`src/rtl/sync_margin_pkg.sv`:
```
package sync_margin_pkg;
  localparam int unsigned MARGIN_W = 4;
  typedef logic [MARGIN_W-1:0] margin_t;
endpackage

```
`src/rtl/sync_sample_hist.sv`:
```
module sync_sample_hist #(
  parameter int unsigned MAX_MARGIN = 15,
  localparam int unsigned HIST_W = 2 * MAX_MARGIN + 1
) (
  input  logic              clk_i,
  input  logic              rst_ni,
  input  logic              pulse_i,
  input  logic              strobe_i,
  output logic [HIST_W-1:0] hist_o,
  output logic              cmp_en_o
);
  logic [MAX_MARGIN:0] strb_q;

  // hist_o[i] holds the pulse sampled i edges ago
  always_ff @(posedge clk_i or negedge rst_ni) begin
    if (!rst_ni) begin
      hist_o <= '0;
      strb_q <= '0;
    end else begin
      hist_o <= {hist_o[HIST_W-2:0], pulse_i};
      strb_q <= {strb_q[MAX_MARGIN-1:0], strobe_i};
    end
  end

  // strobe aged MAX_MARGIN edges: the centre of the history is the nominal capture
  assign cmp_en_o = strb_q[MAX_MARGIN];
endmodule

```
`src/rtl/sync_margin_cmp.sv`:
```
module sync_margin_cmp
  import sync_margin_pkg::*;
#(
  parameter int unsigned MAX_MARGIN = 15,
  localparam int unsigned HIST_W = 2 * MAX_MARGIN + 1
) (
  input  logic [HIST_W-1:0] hist_i,
  input  logic              cmp_en_i,
  input  margin_t           margin_i,
  output logic              mismatch_o
);
  logic              centre;
  logic [MAX_MARGIN-1:0] diff;

  assign centre = hist_i[MAX_MARGIN];

  for (genvar k = 1; k <= MAX_MARGIN; k++) begin : g_tap
    localparam margin_t KV = margin_t'(k);
    logic early_d, late_d;
    assign early_d = hist_i[MAX_MARGIN+k] ^ centre;
    assign late_d  = hist_i[MAX_MARGIN-k] ^ centre;
    assign diff[k-1] = (margin_i >= KV) && (early_d || late_d);
  end

  assign mismatch_o = cmp_en_i && (|diff);
endmodule

```
`src/rtl/sync_irq_reg.sv`:
```
module sync_irq_reg (
  input  logic clk_i,
  input  logic rst_ni,
  input  logic set_i,
  input  logic clr_i,
  output logic irq_o
);
  always_ff @(posedge clk_i or negedge rst_ni) begin
    if (!rst_ni)    irq_o <= 1'b0;
    else if (set_i) irq_o <= 1'b1;   // set beats clear
    else if (clr_i) irq_o <= 1'b0;
  end
endmodule

```
`src/rtl/sync_margin_det.sv`:
```
module sync_margin_det
  import sync_margin_pkg::*;
#(
  parameter int unsigned MAX_MARGIN = 15
) (
  input  logic       clk_i,
  input  logic       rst_ni,
  input  logic       strobe_i,
  input  logic       pulse_i,
  input  logic [3:0] margin_i,
  input  logic       irq_clr_i,
  output logic       irq_o
);
  localparam int unsigned HIST_W = 2 * MAX_MARGIN + 1;

  logic [HIST_W-1:0] hist_w;
  logic              cmp_en_w;
  logic              set_w;

  sync_sample_hist #(.MAX_MARGIN(MAX_MARGIN)) u_hist (
    .clk_i    (clk_i),
    .rst_ni   (rst_ni),
    .pulse_i  (pulse_i),
    .strobe_i (strobe_i),
    .hist_o   (hist_w),
    .cmp_en_o (cmp_en_w)
  );

  sync_margin_cmp #(.MAX_MARGIN(MAX_MARGIN)) u_cmp (
    .hist_i     (hist_w),
    .cmp_en_i   (cmp_en_w),
    .margin_i   (margin_t'(margin_i)),
    .mismatch_o (set_w)
  );

  sync_irq_reg u_irq (
    .clk_i  (clk_i),
    .rst_ni (rst_ni),
    .set_i  (set_w),
    .clr_i  (irq_clr_i),
    .irq_o  (irq_o)
  );
endmodule

```
`config.mk`:
```
export PLATFORM = sky130hd
export DESIGN_NAME = sync_margin_det
export DESIGN_NICKNAME = d
export VERILOG_FILES = /design/src/rtl/sync_margin_pkg.sv /design/src/rtl/sync_sample_hist.sv /design/src/rtl/sync_margin_cmp.sv /design/src/rtl/sync_irq_reg.sv /design/src/rtl/sync_margin_det.sv
export SDC_FILE = /design/constraint.sdc
export NUM_CORES = 1
export LEC_CHECK = 0
export CORE_MARGIN = 4
export CORE_UTILIZATION = 51
export CTS_CLUSTER_DIAMETER = 60
export DETAILED_ROUTE_END_ITERATION = 10
export DONT_BUFFER_PORTS = 1
export GPL_TIMING_DRIVEN = 1
export PLACE_DENSITY_LB_ADDON = 0.2
export SKIP_CTS_REPAIR_TIMING = 1
export SYNTH_ARGS = -nofsm -noshare
export SYNTH_HDL_FRONTEND = slang
export SYNTH_SLANG_ARGS = --single-unit
```
`constraint.sdc`:
```
create_clock -name clk_i -period 1.8 [get_ports clk_i]
set_input_delay 0.18 -clock clk_i [delete_from_list [all_inputs] [get_ports clk_i]]
set_output_delay 0.18 -clock clk_i [all_outputs]
set_load 0.02 [all_outputs]
```
==> results by group, run 1 <==
Timing
  – Unrepaired setup endpoints after global routing: true
  – Final sum of negative setup slack: 0 ns
  – Setup violators final: 0
  – Worst slew pin tran: around 0.45 ns
  – Final min period: between 1.5 and 2 ns
  – Number of slew-limit violations in the final report: 0
  – Clock skew after layout: around 0.015 ns
  – Upper clock frequency limit: 561.8 MHz
  – Final worst path period share: 98.89%
  – Slew Limit Headroom: between 60% and 70%
  – Count of endpoints failing hold in the final timing report: 0

Logic synthesis
  – Post-Syn Nets: 127
  – Yosys Warn Count: 0
  – Cells after Synth: 118
  – #FFs+latches synth: 48
  – Count of distinct cell types in the synthesized netlist: 27
  – Sequential-to-total area share from yosys stat: around three quarters
  – Cell area after technology mapping: about 1600 um2
  – Syn Area/Cell: ~14 um2

Power and ir drop
  – Leakage: just under 0.8 nW
  – Maximum VDD drop: 0.5930 mV
  – Total power per unit cell area: just over 900 nW/um2
  – Total Power: 1.780 mW

Critical path
  – Arrival @ worst endpoint: between 2 and 2.5 ns
  – Top fanout value on the critical path: 8
  – R2R setup slack: a little under 0.02 ns
  – Worst setup EP type: flop
  – Critical Setup Path Class: reg -> reg
  – Data required, critical path: roughly 2 ns
  – Element type at the critical path start: flop

Die
  – Io pins: 10
  – Number of placement rows: 20
  – Initial core utilization: between 50 and 60%
  – Die Area: ~4200 um2
  – Core Box Area: 3053 um2
  – Die Height: approximately 65 um
  – Floorplan die width: between 60 and 70 um

Clock network
  – Clock Pin Slew Worst Setup and Hold Paths: between 0.1 and 0.15 ns
  – Clock buffer count from CTS: 5
  – Clock insertion delay at the later pin of the skew report: 0.35 ns
  – TritonCTS clock tree: yes
  – H-tree Lvls: 2
  – Root buffer cell: sky130_fd_sc_hd__clkbuf_4
  – Max Root-Sink Buffers: 2
  – CTS sink count: 48

Layout
  – Area growth syn-to-layout: 17.18%
  – Commonest non-fill, non-tap cell in the layout: sky130_fd_sc_hd__dfrtp_1
  – Share of layout cells above drive strength 1: roughly 27%
  – Number of nets in the final layout: 141
  – Diodes inserted: 0
  – Commonest cells after routing, fill and taps aside: sky130_fd_sc_hd__dfrtp_1 (47), sky130_fd_sc_hd__nand3_1 (9), sky130_fd_sc_hd__buf_4 (7), sky130_fd_sc_hd__nand2_1 (6)
  – Filler Cell Count: 244

GRT
  – Largest net degree at the start of global routing: 49
  – Global route overflow: 0
  – Overall track demand over capacity in global routing: approximately 16%
  – Global-route wire length before repair: roughly 4.9 mm
  – Number of antenna violations at the first check in global routing: 0
  – Via count of the first global-routing pass: approximately 1100

Route
  – Number of nets still failing antenna checks after routing: 0
  – Violation count after the first detailed-route iteration: ~90
  – Per-cell via count in the routed design: 5.588
  – Post-detailed-route wirelength per cell: roughly 17 um
  – Total via count after detailed routing: 989
  – Number of optimization iterations in the first detailed-route pass: 4
  – DRT Wirelength: around 3 mm
  – DRC violations left: 0

Job
  – MaxCap Viol Count: 0

Min path
  – Path category of the worst min-delay check: in -> reg

Placed design
  – Half-perimeter wire length after placement: 1.773 mm
  – Input/output buffers: 0
  – Gp weighted congestion: 0.8166

Run status
  – Status: completed
## final timing paths
check,startpoint,to,cells after the start
worst min register to register,u_hist.strb_q[9],u_hist.strb_q[10],0
worst max register to register,u_hist.hist_o[15],u_irq.irq_o,6
max in group asynchronous,rst_ni,u_hist.hist_o[15],2
worst max-delay path,u_hist.hist_o[15],u_irq.irq_o,6
min in group asynchronous,rst_ni,u_hist.strb_q[14],2
worst min-delay path,margin_i[3],u_irq.irq_o,2
## power breakdown
group / internal, mW / leakage [nW] / switching, mW / total (mW)
Sequential: 1.13 / 0.557 / 0.0405 / 1.17
Combinational: 0.0577 / 0.185 / 0.0623 / 0.120
Clock: 0.193 / 0.0326 / 0.294 / 0.487
Total: 1.38 / 0.775 / 0.396 / 1.78
## cell type report
cell class	instances	area, um2	share of cell area [%]
multi-input combinational	64	471.7	24.56
timing repair buffer	13	132.6	6.906
clock buffer	8	58.81	3.062
sequential	48	1202	62.61
tap	44	55.05	2.866
## cells by family after synthesis
logic type / synth area share, %
buffers and inverters: 3.053
AND/OR/NAND/NOR: 13.74
AO/OA/AOI/OAI: 9.924
flip-flops: 73.28
## stage by stage
stage / hold WS, ns / util [%] / area (um2) / setup slack [ns] / instances
after floorplan: -0.1156 / - / 1644 / 0.001003 / 118
after global placement: -0.1143 / 55.25 / 1687 / -0.05987 / 161
after detailed placement: -0.1143 / 55.25 / 1687 / -0.1785 / 161
after CTS: -0.5095 / 57.17 / 1745 / -0.1857 / 169
after global routing: 0.02277 / 62.91 / 1921 / -0.1033 / 177
final: 0.02366 / 62.91 / 1921 / 0.01989 / 177
## critical path, stage by stage (launching register included)
cell and delay [ns]:
sky130_fd_sc_hd__dfrtp_2 0.48, sky130_fd_sc_hd__buf_4 0.16, sky130_fd_sc_hd__nor3_2 0.16, sky130_fd_sc_hd__nor3_1 0.08, sky130_fd_sc_hd__or4_4 0.50, sky130_fd_sc_hd__a2111oi_4 0.23, sky130_fd_sc_hd__a21oi_2 0.09
## layer usage
layer / global-route usage [%] / vias up / wire (um)
met2: 23.71 / 22 / 1498
met1: 19.49 / 501 / 1336
met3: 5.373 / 6 / 120
li1: - / 460 / -
met4: 10.82 / 0 / 80
met5: 0 / - / 0
## state kept, by name (all words and copies together), names as in the netlist
signal / flops
u_hist.hist_o: 31
u_hist.strb_q: 16
u_irq.irq_o: 1
## cells in the mapped netlist (all sizes together)
library cell	instances	area share, %
a2111oi	1	0.61
a211oi	4	2.1
a21boi	1	0.46
a21oi	5	1.5
a311o	1	0.61
a31oi	1	0.38
and3	4	1.8
buf	6	3.1
dfrtp	48	73
nand2	6	1.4
nand3	9	2.7
nand4	1	0.38
nor2	2	0.46
nor2b	1	0.38
nor3	9	3.1
nor4b	1	0.53
o2111ai	1	0.53
o211ai	1	0.46
o21ai	5	1.5
o221ai	1	0.53
o22ai	3	1.1
or3	3	1.1
or4	4	1.8
(Power assumes the default switching activity.)
==> run 2, diff against run 1 <==
Settings changed: REMOVE_ABC_BUFFERS set to 1.
==> run 2 against run 1 <==
Global-route usage decreased by 2.0 points. Via count decreased by 1.7%. Critical path type unchanged. Fmax decreased by 1.1%. Core utilization increased by 0.49 points. Count of clock-buffer cells in the layout decreased by 3. Final area increased by 0.78%. Final cell count increased by 0.56%.
==> results by group, run 2 (same netlist as run 1, synthesis figures left out) <==
Run status
  – Status: completed

Clock network
  – H-tree Lvls: 2
  – CTS sink count: between 40 and 50
  – Clock Pin Slew Worst Setup and Hold Paths: 0.14 ns
  – TritonCTS clock tree: yes
  – Clock insertion delay at the later pin of the skew report: 0.35 ns
  – Max Root-Sink Buffers: 2
  – Root buffer cell: sky130_fd_sc_hd__clkbuf_4
  – Clock buffer count from CTS: 5

Placed design
  – Half-perimeter wire length after placement: approximately 1.7 mm
  – Input/output buffers: 0
  – Gp weighted congestion: 0.7841

Critical path
  – Data required, critical path: about 2.0 ns
  – Element type at the critical path start: flop
  – Critical Setup Path Class: reg -> reg
  – Worst setup EP type: flop
  – Arrival @ worst endpoint: approximately 2 ns
  – Top fanout value on the critical path: 7
  – Worst path slowest cell: sky130_fd_sc_hd__dfrtp_2
  – Slowest Stage Delay on Critical Path: approximately 0.47 ns
  – Worst path cell trace: buf_6 -> buf_6 -> or3_4 -> a211oi_2 -> o22ai_1 -> a21oi_1 -> a21oi_1

Route
  – Per-cell via count in the routed design: ~5.5
  – Number of optimization iterations in the first detailed-route pass: 4
  – Violation count after the first detailed-route iteration: 32
  – Number of nets still failing antenna checks after routing: 0
  – Total via count after detailed routing: between 900 and 1000
  – DRC violations left: 0
  – DRT Wirelength: ~2.8 mm
  – Post-detailed-route wirelength per cell: around 16 um

GRT
  – Largest net degree at the start of global routing: between 40 and 50
  – Global route overflow: 0
  – Via count of the first global-routing pass: 919
  – Number of antenna violations at the first check in global routing: 0
  – Overall track demand over capacity in global routing: ~14%
  – Global-route wire length before repair: approximately 4.3 mm

Power and ir drop
  – Leakage: between 0.7 and 0.8 nW
  – Total Power: 1.770 mW
  – Maximum VDD drop: 0.5977 mV
  – Total power per unit cell area: between 900 and 1000 nW/um2

Layout
  – Number of nets in the final layout: 142
  – Area growth syn-to-layout: 18.09%
  – Flip-flop count of the largest register, all copies and words added: 31
  – Largest registers: u_hist.hist_o x31, u_hist.strb_q x16, u_irq.irq_o x1
  – Commonest cells after routing, fill and taps aside: sky130_fd_sc_hd__dfrtp_1 (47), sky130_fd_sc_hd__nand3_1 (9), sky130_fd_sc_hd__buf_4 (8), sky130_fd_sc_hd__nor3_1 (7), sky130_fd_sc_hd__nand2_1 (6)
  – Diodes inserted: 0
  – Filler Cell Count: approximately 230
  – Share of layout cells above drive strength 1: roughly 30%
  – Commonest non-fill, non-tap cell in the layout: sky130_fd_sc_hd__dfrtp_1
  – Register ranked first by flip-flop count: u_hist.hist_o

Timing
  – Final min period: 1.800 ns
  – Final worst path period share: between 90 and 100%
  – Setup violators final: 0
  – Slew Limit Headroom: between 70% and 80%
  – Unrepaired setup endpoints after global routing: true
  – Final sum of negative setup slack: 0 ns
  – Number of slew-limit violations in the final report: 0
  – Worst slew pin tran: roughly 0.44 ns
  – Upper clock frequency limit: 555.7 MHz
  – Clock skew after layout: roughly 0.014 ns
  – Count of endpoints failing hold in the final timing report: 0

Die
  – Die Area: roughly 4200 um2
  – Initial core utilization: 53.69%
  – Number of placement rows: 20
  – Io pins: 10
  – Floorplan die width: ~65 um
  – Die Height: between 60 and 70 um
  – Core Box Area: a little over 3000 um2

Min path
  – Path category of the worst min-delay check: in -> reg

Job
  – MaxCap Viol Count: 0
-- run 2: changes by cell type in the layout (fill, tap and decap cells not counted), moves of 2 or more --
cell / before / now
sky130_fd_sc_hd__clkbuf_1: 2 / 0
sky130_fd_sc_hd__clkinvlp_4: 0 / 2
sky130_fd_sc_hd__nor3_1: 5 / 7
sky130_fd_sc_hd__nor3_2: 3 / 1
-- run 2: cell type report --
class | count | area (um2) | share of cell area, %
Timing Repair Buffer | 14 | 140.1 | 7.240
Clock buffer | 5 | 37.54 | 1.939
Tap cell | 44 | 55.05 | 2.844
Multi-Input combinational cell | 64 | 476.7 | 24.63
Sequential cell | 48 | 1202 | 62.12
Clock inverter | 3 | 23.77 | 1.228
-- run 2: per-stage QoR --
step | hold slack (ns) | util [%] | instance area [um2] | instances | setup WS [ns]
detailed placement | -0.1142 | 55.57 | 1697 | 163 | -0.1090
CTS | -0.5177 | 57.58 | 1758 | 171 | -0.1474
global placement | -0.1144 | 55.57 | 1697 | 163 | -0.04892
global route | 0.009132 | 63.40 | 1936 | 178 | -0.04867
floorplan | -0.1156 | - | 1589 | 112 | -0.1983
finish | 0.03651 | 63.40 | 1936 | 178 | 0.0003537
-- run 2: worst max-delay path, delay by kind of cell, from the launching register on --
kind	cells	cell delay [ns]
flops	1	0.47
buf+inv	2	0.26
simple gates	1	0.39
compound gates	4	0.57
-- run 2: metal layers --
layer,vias to the layer above,global-route usage (%),part of all wire [%]
met3,4,4.506,4.1
li1,464,-,-
met5,-,0,0
met2,16,19.33,46
met4,0,4.749,1.3
met1,488,20.52,48
-- run 2: final timing paths --
| path | from | to | slack (ns) | depth (start not counted) |
|---|---|---|---|---|
| worst max-delay path | u_hist.hist_o[15] | u_irq.irq_o | 0.0004 | 7 |
| max in group asynchronous | rst_ni | u_hist.strb_q[5] | 1.28 | 2 |
| worst min register to register | u_hist.strb_q[7] | u_hist.strb_q[8] | 0.36 | 0 |
| worst max register to register | u_hist.hist_o[15] | u_irq.irq_o | 0.0004 | 7 |
| worst min-delay path | irq_clr_i | u_irq.irq_o | 0.04 | 3 |
| min in group asynchronous | rst_ni | u_irq.irq_o | 0.32 | 2 |
-- run 2: report_power, final --
part / internal [mW] / leakage (nW) / switching [mW] / total [mW]
clock network: 0.154 / 0.0274 / 0.322 / 0.476
logic: 0.0600 / 0.193 / 0.0612 / 0.121
registers: 1.13 / 0.557 / 0.0391 / 1.17
total: 1.35 / 0.778 / 0.422 / 1.77
==> run 3, diff against run 2 <==
Settings changed: CTS_BUF_LIST set to sky130_fd_sc_hd__clkbuf_16.
==> run 3 against run 2 <==
The flow now finishes with violations (setup timing). Global-route usage grew 0.87 points. Final cell count decreased by 1.1%. Non-clock buffer count decreased by 2. Combinational power is 9.9% lower. Final area rose by 1.2%. Register-to-register slack lost 0.07 ns. Sequential share of layout area is 0.71 points lower. Critical endpoint unchanged. Highest routed layer unchanged.
==> results by group, run 3 (same netlist as run 1, synthesis figures left out) <==
Run status
  – Status: finished with violations
  – Failing checks: setup timing

Clock network
  – Root buffer cell: sky130_fd_sc_hd__clkbuf_16
  – Clock insertion delay at the later pin of the skew report: 0.28 ns
  – Max Root-Sink Buffers: 2
  – Clock Pin Slew Worst Setup and Hold Paths: roughly 0.060 ns
  – Clock buffer count from CTS: 5
  – CTS sink count: 48
  – H-tree Lvls: 2
  – TritonCTS clock tree: yes

Die
  – Io pins: 10
  – Die Height: roughly 65 um
  – Initial core utilization: 53.69%
  – Die Area: ~4200 um2
  – Number of placement rows: 20
  – Floorplan die width: 64.69 um
  – Core Box Area: 3053 um2

Critical path
  – Stages on the worst setup path: 6
  – Worst path slowest cell: sky130_fd_sc_hd__or4_4
  – Top fanout value on the critical path: 6
  – Buf/Inv on CP: 1
  – Element type at the critical path start: flop
  – Slowest Stage Delay on Critical Path: 0.55 ns
  – Worst path cell trace: buf_6 -> and3_2 -> nor3_1 -> or4_4 -> a2111oi_4 -> a21oi_1
  – Critical Setup Path Class: reg -> reg
  – Worst r2r src: u_hist.hist_o[15]
  – Kind of cell with the highest combined delay on the critical path: simple AND/OR/NAND/NOR gates
  – Worst setup EP type: flop
  – R2R setup slack: -0.07 ns
  – Reg2Reg Capture Point: u_irq.irq_o
  – Data required, critical path: approximately 2.0 ns
  – Worst reg2reg path depth: 6
  – Arrival @ worst endpoint: around 2.0 ns

GRT
  – Largest net degree at the start of global routing: 49
  – Overall track demand over capacity in global routing: around 15%
  – Via count of the first global-routing pass: roughly 960
  – Global-route wire length before repair: roughly 4.5 mm
  – Global route overflow: 0
  – Number of antenna violations at the first check in global routing: 0

Min path
  – Hold-critical path endpoint: u_irq.irq_o
  – Cell depth of the worst min-delay path: 3
  – Path category of the worst min-delay check: in -> reg
  – Startpoint of the most critical hold path: irq_clr_i

Layout
  – Share of layout cells above drive strength 1: between 20% and 30%
  – Register ranked first by flip-flop count: u_hist.hist_o
  – Largest registers: u_hist.hist_o x31, u_hist.strb_q x16, u_irq.irq_o x1
  – Commonest non-fill, non-tap cell in the layout: sky130_fd_sc_hd__dfrtp_1
  – Area growth syn-to-layout: 19.47%
  – Number of nets in the final layout: 140
  – Filler Cell Count: 237
  – Commonest cells after routing, fill and taps aside: sky130_fd_sc_hd__dfrtp_1 (47), sky130_fd_sc_hd__nand3_1 (9), sky130_fd_sc_hd__nor3_1 (7), sky130_fd_sc_hd__buf_4 (7), sky130_fd_sc_hd__nand2_1 (6)
  – Sequential Area: roughly 1200 um2
  – Share of the core filled with cells: between 60% and 70%
  – Flip-flop count of the largest register, all copies and words added: 31
  – Area used by multi-input combinational logic: ~430 um2
  – Diodes inserted: 0

Power and ir drop
  – Combinational Power Share: under 10%
  – Maximum VDD drop: approximately 0.78 mV
  – Net Switching: between 0.4 and 0.5 mW
  – Internal portion of total power: about 1.7 mW
  – Clock network power share: between 40% and 50%
  – Total power per unit cell area: 1107 nW/um2
  – Proportion of total power due to net switching: 21.44%
  – Sequential power share: 54.1%
  – Leakage: approximately 0.79 nW

Route
  – Per-cell via count in the routed design: ~5.5
  – Number of nets still failing antenna checks after routing: 0
  – DRC violations left: 0
  – Violation count after the first detailed-route iteration: approximately 60
  – Number of optimization iterations in the first detailed-route pass: 4
  – Post-detailed-route wirelength per cell: 15.23 um
  – Total via count after detailed routing: around 970
  – DRT Wirelength: roughly 2.7 mm

Placed design
  – Gp weighted congestion: 0.7841
  – Input/output buffers: 0
  – Half-perimeter wire length after placement: ~1.7 mm

Timing
  – Slew Limit Headroom: 69.55%
  – Upper clock frequency limit: 533.9 MHz
  – Unrepaired setup endpoints after global routing: true
  – Number of slew-limit violations in the final report: 0
  – Worst slew pin tran: 0.4540 ns
  – PnR worst setup slack: -0.07310 ns
  – Final sum of negative setup slack: -0.07310 ns
  – Final min period: ~1.9 ns
  – Setup violators final: 1
  – Count of endpoints failing hold in the final timing report: 0
  – Final worst path period share: 104.1%
  – Clock skew after layout: 0.006015 ns

Job
  – MaxCap Viol Count: 0
==> run 3: changes by cell type in the layout (fill, tap and decap cells not counted), moves of 3 or more <==
cell | previous run | this run
sky130_fd_sc_hd__or4_1 | 0 | 3
sky130_fd_sc_hd__or4_4 | 4 | 1
sky130_fd_sc_hd__clkbuf_4 | 5 | 0
sky130_fd_sc_hd__clkbuf_16 | 0 | 5
==> run 3: final cells by class <==
type                            count  share of cell area, %
Tap cell                           44                  2.811
Clock inverter                      3                  1.214
Multi-Input combinational cell     64                  21.98
Sequential cell                    48                  61.41
Timing Repair Buffer               12                  6.198
Clock buffer                        5                  6.390
==> run 3: how the worst max path moves through the flow <==
stage | from | to | slack (ns)
after global placement | u_hist.hist_o[15] | u_irq.irq_o | -0.05
after CTS | u_hist.hist_o[15] | u_irq.irq_o | -0.18
after global routing | u_hist.hist_o[15] | u_irq.irq_o | -0.15
after floorplan | u_hist.hist_o[15] | u_irq.irq_o | -0.20
final | u_hist.hist_o[15] | u_irq.irq_o | -0.07
after detailed placement | u_hist.hist_o[15] | u_irq.irq_o | -0.11
==> run 3: layer usage <==
metal / vias up / part of all wire (%) / global-route usage, %
li1: 457 / - / -
met1: 483 / 48 / 20.52
met2: 23 / 47 / 21.91
met3: 2 / 4.4 / 4.506
met4: 0 / 0.49 / 5.541
met5: - / 0 / 0
==> run 3: worst min-delay path, cell delays in order <==
cell and delay, ns:
sky130_fd_sc_hd__nor2b_1 0.05, sky130_fd_sc_hd__nor2_1 0.09, sky130_fd_sc_hd__a21oi_1 0.05
==> run 3: power by group through the flow <==
stage	logic [mW]	clock network [mW]	registers, mW
floorplan	0.0387	0	1.18
global placement	0.0632	0	1.19
detailed placement	0.0645	0	1.19
CTS	0.0660	0.918	1.17
global route	0.122	0.971	1.18
finish	0.109	0.886	1.17
==> run 3: metrics by stage <==
stage / power, mW / area, um2 / setup slack [ns] / hold WS, ns / std cells
global route: 2.272 / 1958 / -0.1487 / 0.1352 / 176
CTS: 2.157 / 1846 / -0.1834 / -0.4171 / 171
finish: 2.167 / 1958 / -0.07310 / 0.1264 / 176
global placement: 1.253 / 1697 / -0.04892 / -0.1144 / 163
detailed placement: 1.255 / 1697 / -0.1090 / -0.1142 / 163
floorplan: 1.223 / 1589 / -0.1983 / -0.1156 / 112
